$ cat config.mk
export PLATFORM = sky130hd
export DESIGN_NAME = baud_hunt
export DESIGN_NICKNAME = d
export VERILOG_FILES = /design/src/rtl/baud_hunt_pkg.sv /design/src/rtl/rate_stepper.sv /design/src/rtl/window_timer.sv /design/src/rtl/baud_hunt.sv
export SDC_FILE = /design/constraint.sdc
export NUM_CORES = 1
export LEC_CHECK = 0
export BUFFER_PORTS_ARGS = -buffer_cell sky130_fd_sc_hd__buf_2
export CELL_PAD_IN_SITES_DETAIL_PLACEMENT = 2
export CELL_PAD_IN_SITES_GLOBAL_PLACEMENT = 2
export CORE_ASPECT_RATIO = 0.75
export CORE_MARGIN = 4
export CORE_UTILIZATION = 28
export CTS_CLUSTER_SIZE = 12
export DETAILED_ROUTE_END_ITERATION = 6
export HOLD_SLACK_MARGIN = 0.08
export PLACE_DENSITY_LB_ADDON = 0.1
export SYNTH_ARGS = -nofsm -noshare
export SYNTH_HDL_FRONTEND = slang
export SYNTH_HIERARCHICAL = 1
export SYNTH_SLANG_ARGS = --single-unit
$ cat constraint.sdc
create_clock -name clk_i -period 2.6 [get_ports clk_i]
set_input_delay 0.65 -clock clk_i [delete_from_list [all_inputs] [get_ports clk_i]]
set_output_delay 0.65 -clock clk_i [all_outputs]
set_load 0.02 [all_outputs]
$ cat src/rtl/baud_hunt_pkg.sv
package baud_hunt_pkg;
  typedef enum logic [1:0] {
    ST_HUNT   = 2'b00,
    ST_LOCKED = 2'b01
  } hunt_state_e;

  typedef enum logic [1:0] {
    KIND_A     = 2'b00,
    KIND_B     = 2'b01,
    KIND_C     = 2'b10,
    KIND_OTHER = 2'b11
  } frame_kind_e;
endpackage

$ cat src/rtl/rate_stepper.sv
module rate_stepper #(
  parameter int NUM_RATES = 10,
  parameter int CODE_W    = 4
) (
  input  logic              clk_i,
  input  logic              rst_ni,
  input  logic              step_i,
  input  logic              restart_i,
  output logic [CODE_W-1:0] code_o
);
  localparam logic [CODE_W-1:0] LastCode = CODE_W'(NUM_RATES - 1);

  logic [CODE_W-1:0] code_q;

  always_ff @(posedge clk_i or negedge rst_ni) begin
    if (!rst_ni)                 code_q <= '0;
    else if (restart_i)          code_q <= '0;
    else if (step_i) begin
      if (code_q == LastCode)    code_q <= '0;
      else                       code_q <= code_q + 1'b1;
    end
  end

  assign code_o = code_q;

  AST_CODE_RANGE: assert property (@(posedge clk_i) disable iff (!rst_ni)
    code_q <= LastCode);
  AST_WRAP_TO_TOP: assert property (@(posedge clk_i) disable iff (!rst_ni)
    (step_i && !restart_i && code_q == LastCode) |=> (code_q == '0));
endmodule

$ cat src/rtl/window_timer.sv
module window_timer #(
  parameter int TW = 16
) (
  input  logic          clk_i,
  input  logic          rst_ni,
  input  logic          clr_i,
  input  logic [TW-1:0] limit_i,
  output logic          hit_o
);
  logic [TW-1:0] cnt_q;

  assign hit_o = (cnt_q == limit_i);

  always_ff @(posedge clk_i or negedge rst_ni) begin
    if (!rst_ni)             cnt_q <= '0;
    else if (clr_i || hit_o) cnt_q <= '0;
    else                     cnt_q <= cnt_q + 1'b1;
  end
endmodule

$ cat src/rtl/baud_hunt.sv
module baud_hunt
  import baud_hunt_pkg::*;
#(
  parameter int NUM_RATES = 10,
  parameter int CODE_W    = 4,
  parameter int TW        = 16
) (
  input  logic              clk_i,
  input  logic              rst_ni,
  input  logic              frame_done_i,
  input  logic              frame_ok_i,
  input  logic [1:0]        frame_kind_i,
  input  logic [TW-1:0]     dwell_cycles_i,
  input  logic [TW-1:0]     wd_cycles_i,
  output logic [CODE_W-1:0] rate_code_o,
  output logic [1:0]        state_o,
  output logic              lock_stb_o
);
  hunt_state_e state_q, state_d;
  logic        accept, tmr_hit, tmr_clr, step, restart, stb_q;
  logic [TW-1:0] limit;

  assign accept = frame_done_i && frame_ok_i && (frame_kind_i != KIND_OTHER);
  assign limit  = (state_q == ST_HUNT) ? dwell_cycles_i : wd_cycles_i;

  always_comb begin
    state_d = state_q;
    step    = 1'b0;
    restart = 1'b0;
    tmr_clr = 1'b0;
    unique case (state_q)
      ST_HUNT: begin
        if (accept) begin
          state_d = ST_LOCKED;
          tmr_clr = 1'b1;
        end else if (tmr_hit) begin
          step = 1'b1;
        end
      end
      ST_LOCKED: begin
        if (accept) begin
          tmr_clr = 1'b1;
        end else if (tmr_hit) begin
          state_d = ST_HUNT;
          restart = 1'b1;
        end
      end
      default: state_d = ST_HUNT;
    endcase
  end

  always_ff @(posedge clk_i or negedge rst_ni) begin
    if (!rst_ni) begin
      state_q <= ST_HUNT;
      stb_q   <= 1'b0;
    end else begin
      state_q <= state_d;
      stb_q   <= (state_q == ST_HUNT) && (state_d == ST_LOCKED);
    end
  end

  window_timer #(.TW(TW)) u_timer (
    .clk_i   (clk_i),
    .rst_ni  (rst_ni),
    .clr_i   (tmr_clr),
    .limit_i (limit),
    .hit_o   (tmr_hit)
  );

  rate_stepper #(.NUM_RATES(NUM_RATES), .CODE_W(CODE_W)) u_rate (
    .clk_i     (clk_i),
    .rst_ni    (rst_ni),
    .step_i    (step),
    .restart_i (restart),
    .code_o    (rate_code_o)
  );

  assign state_o    = state_q;
  assign lock_stb_o = stb_q;

  AST_STATE_LEGAL: assert property (@(posedge clk_i) disable iff (!rst_ni)
    (state_o == ST_HUNT) || (state_o == ST_LOCKED));
  AST_STB_SINGLE: assert property (@(posedge clk_i) disable iff (!rst_ni)
    lock_stb_o |=> !lock_stb_o);
  AST_STB_ON_ENTRY: assert property (@(posedge clk_i) disable iff (!rst_ni)
    (state_q == ST_HUNT && accept) |=> (lock_stb_o && state_o == ST_LOCKED));
  AST_LOCK_FREEZE: assert property (@(posedge clk_i) disable iff (!rst_ni)
    (state_q == ST_LOCKED && !(tmr_hit && !accept)) |=> $stable(rate_code_o));
  AST_WD_EXIT: assert property (@(posedge clk_i) disable iff (!rst_ni)
    (state_q == ST_LOCKED && tmr_hit && !accept)
      |=> (state_o == ST_HUNT && rate_code_o == '0));
  AST_NO_STB_LOCKED: assert property (@(posedge clk_i) disable iff (!rst_ni)
    (state_q == ST_LOCKED) |=> !lock_stb_o);
endmodule

==> flow_summary.yaml <==
timing:
  rsz0062_at_grt: "true"
  max_freq_mhz: 386
  min_period_ns: 2.59
  skew_ns: 0.0161
  finalMaxSlewViolations: 0
  hold_viol_final: 0
  finalSetupViolations: 0
  period_share: 0.996
  tightest_slew_ns: 0.570
  max_slew_margin: 0.620
  whs_ns: 0.366
  worst_slack_ns: 0.00995
worst_setup_path:
  crit_arrival_ns: 2.78
  critPathLaunch: "state_o[0]"
  worstPathRequired_ns: 2.79
  startpoint_type: "flop"
  critPathBufInv: 1
  crit_type: "flop to flop"
  cp-end-kind: "flop"
  crit_chain: "nor2_4, clkbuf_16, mux2_4, xnor2_2, nand4_1, nor4_4, and3_4, nand2_2, a211o_1, a21oi_2"
  crit_family: "simple AND/OR/NAND/NOR gates"
  worstReg2RegStart: "state_o[0]"
  worst_path_max_delay_cell: "dfrtp_2"
  critPathMaxFanout: 5
  cpPeakStageDelay_ns: 0.44
clocking:
  clock-sinks: 23
  clock_latency_ns: 0.27
  cts_root_buffer: "clkbuf_8"
  clkTransAtPathRegs_ns: 0.10
  cts_tree: "built"
  cts_made_buffers: 3
  clockBufferDepth: 2
  holdBufCountCts: 0
  h-tree-depth: 1
route:
  drc: 0
  via_count: 1385
  antenna_left: 0
  routed_via_density: 4.79
  first_iter_violations: 26
  firstDrtPassIters: 4
  finalWirelength_um: 5370
  wl_per_cell_um: 18.6
synthesis:
  ys_seq_elements: 23
  netlist_top_cells_count: "dfrtp_1, xnor2_1, nor2_1"
  avgSynthCellArea_um2: 10.3
  synth_top_flop_cell: "dfrtp_1"
  yosysUniqueCellTypes: 39
  seq_area_frac_synth: 0.363
  synthArstFlopShare: 1.00
  synth_cells: 154
  ys_warn_count: 6
  syn_nets: 195
  post-synth-top-area-cell: "dfrtp_1"
  synth.most_common_cell: "dfrtp_1"
  syn_area_mm2: 0.00158
  synth_top_area_frac: 0.363
  synth_enable_flop_cells: 0
  ys_top_cells_by_area: "dfrtp_1, xnor2_1, mux2_4, mux2_2, nor2_1"
floorplanning:
  fp.dieW_um: 94.9
  ioPinCount: 45
  core-area_mm2: 0.00541
  num_rows: 23
  initial_utilization: 0.293
  die_area_mm2: 0.00694
  fp.dieH_um: 73.1
run:
  cap_violations: 0
placement:
  dp_cells: 278
  hpwlAfterDp_um: 4030
  gp_congestion: 0.760
  pre_cts_slack_ns: -0.0110
  port_buffers: 44
  postPlaceCellArea_mm2: 0.00195
grt:
  grt_pass1_vias: 1530
  grt_pass1_wl_um: 7960
  antenna_found_initial: 0
  grt_use_total: 0.149
  grt_remaining_overflow: 0
  grt_max_degree: 24
cells_and_area:
  area_delta_synth_final_pct: 42.5
  antennaDiodeCount: 0
  post-route-cell-area_mm2: 0.00226
  fill_cells: 619
  fin_cells: 289
  drive_above_1_share: 0.528
  fin_nets: 256
power:
  p_seq_frac: 0.433
  switchingPower_uw: 377
  p_int_uw: 735
  clkPwrFrac: 0.207
  p_leak_uw: 0.00103
  power_frac_comb: 0.359
  switching_share: 0.339
  pwr_density_cell_mw_per_mm2: 493
  irDropWorstVdd_mv: 0.362
outcome:
  outcome: "finished clean"
hold_path:
  hp-class: "input pin to async pin"
==> layout make-up <==
cell class,count,area (µm²),share of cell area
clock buffers,4,45.0,0.0200
flip-flops and latches,23,578,0.256
well taps,75,93.8,0.0416
repair buffers,59,383,0.170
multi-input cells,124,1140,0.506
inverters,4,15.0,0.00665
==> power groups by stage <==
stage / Combinational [µW] / Sequential [µW] / Clock (µW)
global route: 431 / 492 / 260
global placement: 288 / 476 / 0
CTS: 317 / 474 / 250
detailed placement: 304 / 480 / 0
finish: 400 / 482 / 231
floorplan: 222 / 455 / 0
==> placed cells by master (no fill, tap or decap), types with 3 or more instances in the layout <==
cell type	n
clkbuf_8	3
xnor2_1	9
buf_2	44
xor2_1	5
a21oi_2	4
nor2_4	7
nand3_1	5
nor3_1	4
inv_1	4
a21oi_1	4
nand4_1	7
dfrtp_1	21
nor2_1	8
buf_4	10
mux2_4	13
nand3b_1	3
ha_1	3
nand2_1	9
xnor2_2	13
mux2_2	3
==> registers in the layout (all words and copies together) (netlist names) <==
name	cells
lock_stb_o	1
u_timer/cnt_q	16
u_rate/code_o	4
state_o	2
==> logic make-up after synthesis <==
group                    share of synthesized area
AO/OA/AOI/OAI                               0.0750
flip-flops                                   0.363
other                                      0.00237
buffers and inverters                       0.0308
AND/OR/NAND/NOR                              0.216
XOR/XNOR                                     0.154
multiplexers                                 0.135
adder cells (fa/ha/maj)                     0.0237
==> metal layers <==
layer | track usage | vias up | routed length, µm
met2 | 0.269 | 26 | 2740
met1 | 0.189 | 696 | 2410
met4 | 0.0192 | 0 | 22
li1 | - | 661 | -
met3 | 0.0278 | 2 | 199
met5 | 0 | - | 0
==> per-stage QoR <==
step / TNS, ns / total power (µW) / utilization
finish: 0 / 1110 / 0.417
global route: -1.28 / 1180 / 0.417
CTS: 0 / 1040 / 0.374
detailed placement: -0.0110 / 784 / 0.360
global placement: 0 / 764 / 0.360
floorplan: 0 / 676 / -
==> worst paths after layout <==
check,slack (ns),endpoint,cells past startpoint
max in group asynchronous,1.83,state_o[0],1
min in group clk_i,0.49,u_timer/cnt_q[0],1
setup / recovery,0.01,u_rate/code_o[2],10
setup reg to reg,0.01,u_rate/code_o[2],10
hold / removal,0.37,u_rate/code_o[3],1
hold reg to reg,0.49,u_timer/cnt_q[0],1
==> timing repair <==
action / 4_1_cts / 5_1_grt
pin swaps: 3 / 20
setup buffers: 3 / 4
resized for setup: 2 / 39
hold endpoints to repair: 0 / 0
gates cloned: 0 / 2
endpoints found under the setup margin: 2 / 20
(Power assumes the default switching activity.)
